$ cat config.mk
export PLATFORM = sky130hd
export DESIGN_NAME = tlrr_arbiter
export DESIGN_NICKNAME = d
export VERILOG_FILES = /design/src/rtl/tlrr_pkg.sv /design/src/rtl/tlrr_pick.sv /design/src/rtl/tlrr_enable.sv /design/src/rtl/tlrr_grant.sv /design/src/rtl/tlrr_arbiter.sv
export SDC_FILE = /design/constraint.sdc
export NUM_CORES = 1
export LEC_CHECK = 0
export ABC_AREA = 1
export BUFFER_PORTS_ARGS = -buffer_cell sky130_fd_sc_hd__buf_2
export CORE_AREA = 3 3 104 66
export CTS_CLUSTER_DIAMETER = 30
export DETAILED_ROUTE_END_ITERATION = 12
export DIE_AREA = 0 0 107 69
export PLACE_DENSITY = 0.69
export SLEW_MARGIN = 20
export SYNTH_ARGS = -nofsm -noshare
export SYNTH_HDL_FRONTEND = slang
export SYNTH_SLANG_ARGS = --single-unit
export TNS_END_PERCENT = 5
$ cat constraint.sdc
create_clock -name clk -period 5 [get_ports clk]
set_input_delay 0 -clock clk [delete_from_list [all_inputs] [get_ports clk]]
set_output_delay 0 -clock clk [all_outputs]
set_load 0.005 [all_outputs]
$ cat src/rtl/tlrr_pkg.sv
package tlrr_pkg;
  typedef enum logic {
    GRP_LO = 1'b0,
    GRP_HI = 1'b1
  } grp_e;
endpackage

$ cat src/rtl/tlrr_pick.sv
module tlrr_pick #(
  parameter int unsigned N = 6,
  localparam int unsigned W = (N > 1) ? $clog2(N) : 1
) (
  input  logic [N-1:0] req_i,
  input  logic [W-1:0] ptr_i,
  output logic         vld_o,
  output logic [W-1:0] idx_o
);
  logic [W-1:0] cand;

  // Search from the farthest offset down, so the nearest requester after ptr wins.
  always_comb begin
    vld_o = 1'b0;
    idx_o = ptr_i;
    cand  = ptr_i;
    for (int off = N; off >= 1; off--) begin
      cand = W'((int'(ptr_i) + off) % N);
      if (req_i[cand]) begin
        vld_o = 1'b1;
        idx_o = cand;
      end
    end
  end
endmodule

$ cat src/rtl/tlrr_enable.sv
module tlrr_enable (
  input  logic clk,
  input  logic rst_n,
  input  logic strap_i,
  input  logic dis_i,
  output logic en_o
);
  logic strap_vld_q, strap_q;
  logic cap_en;

  assign cap_en = ~strap_vld_q;

  always_ff @(posedge clk or negedge rst_n) begin
    if (!rst_n) begin
      strap_vld_q <= 1'b0;
      strap_q     <= 1'b0;
    end else if (cap_en) begin
      strap_vld_q <= 1'b1;
      strap_q     <= strap_i;
    end
  end

  assign en_o = strap_vld_q & strap_q & ~dis_i;

  // once captured, the strap value never changes until the next reset
  assert_strap_frozen_R9: assert property (@(posedge clk) disable iff (!rst_n)
    strap_vld_q |=> ($stable(strap_q) && strap_vld_q));
endmodule

$ cat src/rtl/tlrr_grant.sv
module tlrr_grant #(
  parameter int unsigned N = 6,
  localparam int unsigned W = (N > 1) ? $clog2(N) : 1
) (
  input  logic         clk,
  input  logic         rst_n,
  input  logic         en_i,
  input  logic [N-1:0] req_i,
  input  logic [N-1:0] prio_i,
  input  logic         busy_i,
  input  logic         txn_start_i,
  output logic [N-1:0] gnt_o
);
  import tlrr_pkg::*;

  localparam logic [W-1:0] PTR_RST = W'(N - 1);

  logic [N-1:0]        gnt_q, gnt_d;
  logic                hold_q, hold_d;
  logic [1:0][W-1:0]   ptr_q, ptr_d;
  logic                ptr_we;
  logic [1:0][N-1:0]   grp_req;
  logic [1:0]          grp_vld;
  logic [1:0][W-1:0]   grp_idx;
  logic [W-1:0]        cur_idx, win_idx;
  logic                any_req, gnt_live;
  grp_e                cur_grp;

  assign any_req  = |req_i;
  assign gnt_live = |gnt_q;
  assign grp_req[GRP_HI] = req_i & prio_i;
  assign grp_req[GRP_LO] = req_i & ~prio_i;

  always_comb begin
    cur_idx = '0;
    for (int i = 0; i < N; i++) begin
      if (gnt_q[i]) cur_idx = W'(i);
    end
  end

  assign cur_grp = grp_e'(prio_i[cur_idx]);

  // Pointer of the grantee's group moves when its transaction begins.
  always_comb begin
    ptr_we = en_i & txn_start_i & gnt_live;
    ptr_d  = ptr_q;
    if (ptr_we) ptr_d[cur_grp] = cur_idx;
  end

  for (genvar g = 0; g < 2; g++) begin : g_pick
    tlrr_pick #(.N(N)) u_pick (
      .req_i (grp_req[g]),
      .ptr_i (ptr_d[g]),
      .vld_o (grp_vld[g]),
      .idx_o (grp_idx[g])
    );
  end

  assign win_idx = grp_vld[GRP_HI] ? grp_idx[GRP_HI] : grp_idx[GRP_LO];

  always_comb begin
    gnt_d  = '0;
    hold_d = 1'b0;
    if (en_i && any_req) begin
      if (!gnt_live && !busy_i && !hold_q) begin
        hold_d = 1'b1;
      end else begin
        gnt_d = {{(N-1){1'b0}}, 1'b1} << win_idx;
      end
    end
  end

  always_ff @(posedge clk or negedge rst_n) begin
    if (!rst_n) begin
      gnt_q  <= '0;
      hold_q <= 1'b0;
    end else begin
      gnt_q  <= gnt_d;
      hold_q <= hold_d;
    end
  end

  always_ff @(posedge clk or negedge rst_n) begin
    if (!rst_n) begin
      ptr_q <= {PTR_RST, PTR_RST};
    end else if (ptr_we) begin
      ptr_q <= ptr_d;
    end
  end

  assign gnt_o = gnt_q;

  // never more than one grant
  assert_one_grant_R8: assert property (@(posedge clk) disable iff (!rst_n)
    $onehot0(gnt_q));
  // nothing requested means no grant after the edge
  assert_idle_release_R8: assert property (@(posedge clk) disable iff (!rst_n)
    !any_req |=> (gnt_q == '0));
  // a grant always answers a request seen on the previous edge
  assert_grant_has_req_R5: assert property (@(posedge clk) disable iff (!rst_n)
    (gnt_q != '0) |-> $past(any_req));
  // arbitration starting from an idle bus yields no grant on the first edge
  assert_idle_holdoff_R6: assert property (@(posedge clk) disable iff (!rst_n)
    (en_i && !gnt_live && !busy_i && !hold_q) |=> (gnt_q == '0));
  // the started grantee becomes the reference of its group
  assert_ptr_follows_R4: assert property (@(posedge clk) disable iff (!rst_n)
    (en_i && txn_start_i && gnt_live) |=> (ptr_q[$past(cur_grp)] == $past(cur_idx)));
  // a disabled arbiter holds no grant state
  assert_off_clears_R11: assert property (@(posedge clk) disable iff (!rst_n)
    !en_i |=> ((gnt_q == '0) && !hold_q));
endmodule

$ cat src/rtl/tlrr_arbiter.sv
module tlrr_arbiter #(
  parameter int unsigned N_EXT = 5,
  localparam int unsigned N_REQ = N_EXT + 1
) (
  input  logic             clk,
  input  logic             rst_n,
  input  logic             strap_en_i,
  input  logic             ctl_disable_i,
  input  logic [N_REQ-1:0] prio_hi_i,
  input  logic             int_req_i,
  output logic             int_gnt_o,
  input  logic [N_EXT-1:0] ext_req_i,
  output logic [N_EXT-1:0] ext_gnt_o,
  output logic             x0_req_o,
  output logic             x0_req_oe_o,
  input  logic             x0_gnt_i,
  output logic             x0_gnt_oe_o,
  input  logic             bus_busy_i,
  input  logic             txn_start_i
);
  logic             en;
  logic [N_REQ-1:0] req_all, gnt_all;

  tlrr_enable u_enable (
    .clk     (clk),
    .rst_n   (rst_n),
    .strap_i (strap_en_i),
    .dis_i   (ctl_disable_i),
    .en_o    (en)
  );

  assign req_all = {ext_req_i, int_req_i};

  tlrr_grant #(.N(N_REQ)) u_grant (
    .clk         (clk),
    .rst_n       (rst_n),
    .en_i        (en),
    .req_i       (req_all),
    .prio_i      (prio_hi_i),
    .busy_i      (bus_busy_i),
    .txn_start_i (txn_start_i),
    .gnt_o       (gnt_all)
  );

  // Pin steering: disabled turns requester 0 pins around toward an external arbiter.
  assign int_gnt_o   = en ? gnt_all[0] : x0_gnt_i;
  assign ext_gnt_o   = en ? gnt_all[N_REQ-1:1] : '0;
  assign x0_req_o    = en ? 1'b0 : int_req_i;
  assign x0_req_oe_o = ~en;
  assign x0_gnt_oe_o = en;

  // pin direction for requester 0 is always exclusive
  assert_pin_dir_R10: assert property (@(posedge clk) disable iff (!rst_n)
    (x0_req_oe_o != x0_gnt_oe_o));
  // while off, no external grant is driven even one cycle after disabling
  assert_off_no_ext_R10: assert property (@(posedge clk) disable iff (!rst_n)
    x0_req_oe_o |-> (ext_gnt_o == '0));
endmodule

==> After elaboration in Yosys (flattened, before gate mapping) <==
Index checks and enable logic that the tools add are counted.
{ "word_totals": {"elab_cells": 125, "out_inout_bits": 9, "in_bits": 19, "register_bits": 15} }
{ "classes": {"bitwise": 9, "div_mod_pow": 12, "muxes": 61, "n_reduce_logical": 9, "add_sub_neg": 12, "n_lt_le_gt_ge": 15, "shifts": 1} }
{ "op_table": {"columns": ["operator", "n"], "rows": [
  ["32-bit by 3-bit modulo with 32-bit output, second input constant", 12],
  ["3-bit two-way mux", 18],
  ["3-bit by 4-bit less-than comparator with 1-bit output, second input constant", 13],
  ["1-bit binary-select mux with 3-bit select", 13],
  ["3-bit by 3-bit adder with 4-bit output, second input constant", 6],
  ["1-bit two-way mux", 24],
  ["6-bit two-way mux", 3],
  ["3-bit by 2-bit adder with 4-bit output, second input constant", 4],
  ["6-bit AND", 2],
  ["6-bit OR reduction", 2],
  ["3-bit by 1-bit adder with 4-bit output, second input constant", 2],
  ["6-bit bitwise mux", 1],
  ["6-bit inverter", 1],
  ["1-bit by 3-bit << shifter with 6-bit output, first input constant", 1],
  ["5-bit two-way mux", 1],
  ["1-bit AND", 4],
  ["1-bit logical AND", 4],
  ["3-bit demux with 1-bit select", 1],
  ["1-bit logical NOT", 3],
  ["1-bit by 2-bit less-than comparator with 1-bit output, second input constant", 1],
  ["1-bit inverter", 2],
  ["1-bit greater-or-equal comparator, second input constant", 1]
]} }

==> Logic depth before layout (Yosys ltp) <==
{ "logic_depth": {"ltp_word": 27, "mapped_depth": 39, "mapped_depth_nobuf": 39} }

==> Cells and area by module <==
From an unflattened synthesis, not the netlist that was laid out.
{ "unflattened": {"hier_cells": 529, "hier_area_um2": 3104.2} }
{ "modules_own_cells": {"columns": ["module", "cells_per_inst", "area_each_um2", "instances"], "rows": [
  ["tlrr_pick at u_grant.g_pick[1].u_pick", 203, 1106.1, 1],
  ["tlrr_pick at u_grant.g_pick[0].u_pick", 181, 977.2, 1],
  ["tlrr_grant", 120, 880.8, 1],
  ["tlrr_enable", 8, 75.1, 1],
  ["tlrr_arbiter", 17, 65.1, 1]
]} }

==> Worst setup path after synthesis <==
OpenSTA, ideal clock, no wires.
{ "synth_path": {"path_kind": "reg2reg", "startpoint": "register u_grant.gnt_q[5], in the netlist u_grant.gnt_o[5]", "endpoint": "register u_grant.gnt_q[0], in the netlist u_grant.gnt_o[0]", "setup_time_ns": 0.121, "required_ns": 4.879, "setup_slack_ns": 1.351, "stages_incl_launch_ff": 34, "t_arrival_ns": 3.528, "path_cell_list": "dfrtp_1 > inv_2 > nand2_4 > nor2_4 > nand2_1 > nand3_2 > nand3_4 > nand2_4 > nand2_8 > nand2_1 > nand2_2 > ha_1 > inv_1 > nand2_2 > nand2_2 > inv_1 > ha_1 > nor2_1 > nand3_1 > nand2_1 > nand2_1 > nand2_1 > nand2_1 > nand2_1 > nand2_1 > nand2_2 > nand2_1 > or2_1 > nor2_4 > inv_2 > nor2_1 > nand2_1 > nand3_1 > nor2_1"} }
{ "synth_between": {"elab_chain_len": 23} }
{ "synth_rtl": {"columns": ["item", "line_no", "source"], "rows": [
  ["from (decl)", "tlrr_grant.sv:18", "logic [N-1:0] gnt_q, gnt_d;"],
  ["from (signal assigned)", "tlrr_grant.sv:78", "gnt_q <= gnt_d;"],
  ["3-bit two-way mux", "tlrr_grant.sv:37", "if (gnt_q[i]) cur_idx = W'(i);"],
  ["1-bit binary-select mux with 3-bit select", "tlrr_grant.sv:41", "assign cur_grp = grp_e'(prio_i[cur_idx]);"],
  ["1-bit two-way mux (not written as such)", "tlrr_grant.sv:41", null],
  ["1-bit by 2-bit less-than comparator with 1-bit output (not written as such) / 1-bit greater-or-equal comparator (equally long branches)", "tlrr_grant.sv:47", "if (ptr_we) ptr_d[cur_grp] = cur_idx;"],
  ["1-bit logical AND (not written as such)", "tlrr_grant.sv:47", null],
  ["3-bit two-way mux (not written as such)", "tlrr_grant.sv:47", null],
  ["3-bit demux with 1-bit select", null, null],
  ["6-bit bitwise mux", "tlrr_grant.sv:47", null],
  ["[... 1 more ...]", null, null],
  ["named net u_grant.g_pick[1].u_pick.ptr_i[1]", "tlrr_pick.sv:6", "input logic [W-1:0] ptr_i,"],
  ["[... 2 more ...]", null, null],
  ["1-bit binary-select mux with 3-bit select", "tlrr_pick.sv:19", "if (req_i[cand]) begin"],
  ["1-bit two-way mux (not written as such)", "tlrr_pick.sv:19", null],
  ["3-bit two-way mux / 1-bit two-way mux (equally long branches) (6 in a row)", "tlrr_pick.sv:19", null],
  ["3-bit two-way mux (*)", "tlrr_grant.sv:59", "assign win_idx = grp_vld[GRP_HI] ? grp_idx[GRP_HI] : grp_idx[GRP_LO];"],
  ["1-bit by 3-bit << shifter with 6-bit output (*)", "tlrr_grant.sv:68", "gnt_d = {{(N-1){1'b0}}, 1'b1} << win_idx;"],
  ["6-bit two-way mux (*)", "tlrr_grant.sv:65", "if (!gnt_live && !busy_i && !hold_q) begin"],
  ["6-bit two-way mux (*)", "tlrr_grant.sv:64", "if (en_i && any_req) begin"],
  ["named net u_grant.gnt_d[0]", "tlrr_grant.sv:18", null]
]} }
Mark *: on every way through the listed nets, which the timed path passes. The rest lies on a longest branch. The select of a mux whose other input is x is not followed.
A chain may end at the register's enable or synchronous reset.

==> Worst setup path after layout <==
{ "layout_path": {"startpoint": "register u_grant.gnt_q[5], in the netlist u_grant.gnt_o[5]", "endpoint": "register u_grant.gnt_q[3], in the netlist u_grant.gnt_o[3]"} }
Same word-level chain as after synthesis.

==> impl_metrics.tcl <==
set metrics [dict create \
    status "complete, but fails checks" \
    violations "negative hold slack" \
    wl_per_cell_um 12.2 \
    ant_nets 0 \
    drcViolationCount 0 \
    final_hold_viol_count 1 \
    async_flop_share 1.00 \
    htree_levels 1 \
    die_y_um 69 \
    cap_violations 0 \
    fin_skew_ps 1.73 \
    via_count 2918 \
    fin_hold_ws_ps -1.43 \
    switching_share 0.478 \
    num_antenna_cells 0 \
    vias_per_cell 5.06 \
    routed_wl_um 7040 \
    netlist_area_um2 2620 \
    io_pins 28 \
    path_buf_inv 2 \
    cp_slowest_cell "dfrtp_1" \
    cts_hold_buf 2 \
    die_area_um2 7380 \
    crit_required_ps 5140 \
    cts_num_sinks 15 \
    hold_end "u_enable.strap_q" \
    switching_power_mw 0.281 \
    antenna_found_initial 0 \
    initial_utilization 0.435 \
    p_int_mw 0.307 \
    fmaxAchievable_mhz 242 \
    critPathMaxFanout 9 \
    min_from "strap_en_i" \
    clk_pin_slew_ps 60 \
    syn_to_final_growth_pct 11.5 \
    clockRootBuffer "clkbuf_8" \
    cts_buffers 3 \
    synth_ff_type "dfrtp_1" \
    cp-start-kind "register" \
    reg2reg_depth 31 \
    worstReg2RegStart "u_grant.gnt_o[5]" \
    setup_viol 0 \
    drtIter0Drc 211 \
    grt_pass1_vias 2468 \
    synth_nets 496 \
    drv_slew 0 \
    avgSynthCellArea_um2 5.69 \
    min_path_cells 3 \
    post-route-min-period_ps 4140 \
    seqPwrFrac 0.219 \
    drt_pass1_iterations 5 \
    pre_cts_ws_ps 916 \
    setup_ws_ps 864 \
    worstPathArrival_ps 4270 \
    yosys_warnings 0 \
    leakagePower_nw 1.71 \
    finalSetupTns_ps 0 \
    peakVddDrop_mv 0.152 \
    cp-end-kind "register" \
    syn-instance-count 461 \
    min_path_type "primary input to register" \
    finalCritPeriodShare 0.827 \
    slew_headroom 0.662 \
    r2r_slack_ps 860 \
    cpLargestDelayFamily "simple AND/OR/NAND/NOR gates" \
    place_congestion 0.917 \
    synth-edff-count 0 \
    dp_hpwl_um 5920 \
    grt_max_degree 16 \
    synth.distinct_cells 43 \
    worst_pin_slew_ps 501 \
    p_comb_frac 0.610 \
    post_cts_resized 0 \
    cts_setup_buffers 0 \
    gr-usage-all-layers 0.190 \
    io_buffers 27 \
    coreArea_um2 6030 \
    slowest_delay_ps 410 \
    powerDensity_nw_per_um2 201 \
    drive_above_1_share 0.172 \
    yosysSeqAreaShare 0.145 \
    cts_tree "yes" \
    row_count 22 \
    overflow 0 \
    crit_top_cell "nand2_1" \
    clk_path_buf_depth 2 \
    nNetsFinal 529 \
    grt_setup_unrepaired "no" \
    synth_seq_cells 15 \
    clk_latency_ps 250 \
    pwr-share-clk 0.170 \
    die_w_um 107 \
    rr_endpoint "u_grant.gnt_o[3]" \
    grt_pass1_wl_um 11600 \
    critPathKind "register to register" \
]
registers in the layout (all words and copies together) (netlist names):
register,cells
u_enable.strap_q,1
u_enable.strap_vld_q,1
u_grant.gnt_o,6
u_grant.hold_q,1
u_grant.ptr_q,6
stage by stage:
stage,power (mW),util,hold WS (ps),cells,instance area (um2)
2_1_floorplan,0.405,-,-296,461,2620
3_3_place_gp,0.477,0.475,-80.1,571,2860
3_5_place_dp,0.482,0.475,-74.7,571,2860
4_1_cts,0.585,0.485,5.39,577,2930
5_1_grt,0.646,0.485,26.4,577,2930
6_report,0.588,0.485,-1.43,577,2930
worst min-delay path: stages:
cell,delay [ps]
buf_2,90
inv_1,40
o21ai_0,70
worst max path at each step:
stage / cells after the start / end / slack, ps / start
3_5_place_dp: 31 / u_grant.gnt_o[3] / 920 / u_grant.gnt_o[5]
2_1_floorplan: 33 / u_grant.gnt_o[0] / 1350 / u_grant.gnt_o[5]
3_3_place_gp: 31 / u_grant.gnt_o[4] / 1000 / u_grant.gnt_o[5]
6_report: 31 / u_grant.gnt_o[3] / 860 / u_grant.gnt_o[5]
4_1_cts: 31 / u_grant.gnt_o[3] / 890 / u_grant.gnt_o[5]
5_1_grt: 33 / u_grant.gnt_o[2] / 350 / u_grant.gnt_o[3]
layer usage:
metal	share of wire	GRT usage
met2	0.40	0.285
met5	0	0
met3	0.068	0.0225
met1	0.53	0.299
met4	0	0.0184
cells in the mapped netlist, types with 2 or more instances:
cell | number | area (um2)
nand4_1 | 10 | 62.6
a21oi_1 | 4 | 20.0
buf_2 | 2 | 10.0
xor2_1 | 3 | 26.3
nand3_1 | 52 | 260
dfrtp_1 | 11 | 275
o211ai_1 | 3 | 22.5
o21ai_0 | 18 | 90.1
nor2_1 | 41 | 154
nand2_4 | 5 | 56.3
dfstp_2 | 4 | 105
o31ai_1 | 2 | 15.0
nor2_2 | 2 | 12.5
nand2_2 | 18 | 113
nand3_2 | 3 | 30.0
nor2_4 | 3 | 33.8
o21ai_2 | 2 | 17.5
inv_1 | 60 | 225
o21bai_1 | 2 | 15.0
o21ai_1 | 7 | 35.0
nand2_1 | 164 | 616
inv_2 | 8 | 30.0
ha_1 | 16 | 200
clkinv_1 | 2 | 7.51
power by group through the flow:
stage	registers, mW	logic, mW	clock network (mW)
after CTS	0.129	0.355	0.102
after floorplan	0.130	0.274	0
after detailed placement	0.131	0.352	0
after global routing	0.129	0.409	0.108
final	0.129	0.359	0.100
after global placement	0.131	0.346	0
cells by family (layout without fill, tap and decap cells):
logic type	Yosys count	after routing	synth area share
and+or+nand+nor	307	307	0.546
buffers and inverters	75	107	0.113
AOI/OAI and AO/OA	43	43	0.103
adders and majority gates	16	16	0.0763
DFF	15	15	0.145
xor gates and xnor gates	4	4	0.0162
other	1	1	0.00143
cell usage in the layout (no fill, tap or decap), types with 2 or more instances in the layout:
cell type	instances
nand3_2	3
a21oi_1	4
nand2_4	5
inv_2	8
o21bai_1	2
nand4_1	10
xor2_1	3
nand2_2	18
clkinv_1	2
dlygate4sd3_1	2
nor2_1	41
clkbuf_8	3
buf_4	4
nor2_4	3
dfstp_2	4
nor2_2	2
nand3_1	52
o21ai_1	7
ha_1	16
inv_1	60
nand2_1	164
o21ai_2	2
buf_2	27
o31ai_1	2
o211ai_1	3
o21ai_0	18
dfrtp_1	11
area by class of cell:
| class | instances | area, um2 |
|---|---|---|
| Tap cell | 84 | 105 |
| Fill cell | 617 | 3100 |
| Sequential cell | 15 | 380 |
| Timing Repair Buffer | 33 | 185 |
| Clock buffer | 4 | 45.0 |
| Inverter | 70 | 263 |
| Multi-Input combinational cell | 371 | 1950 |
(Power assumes the default switching activity.)
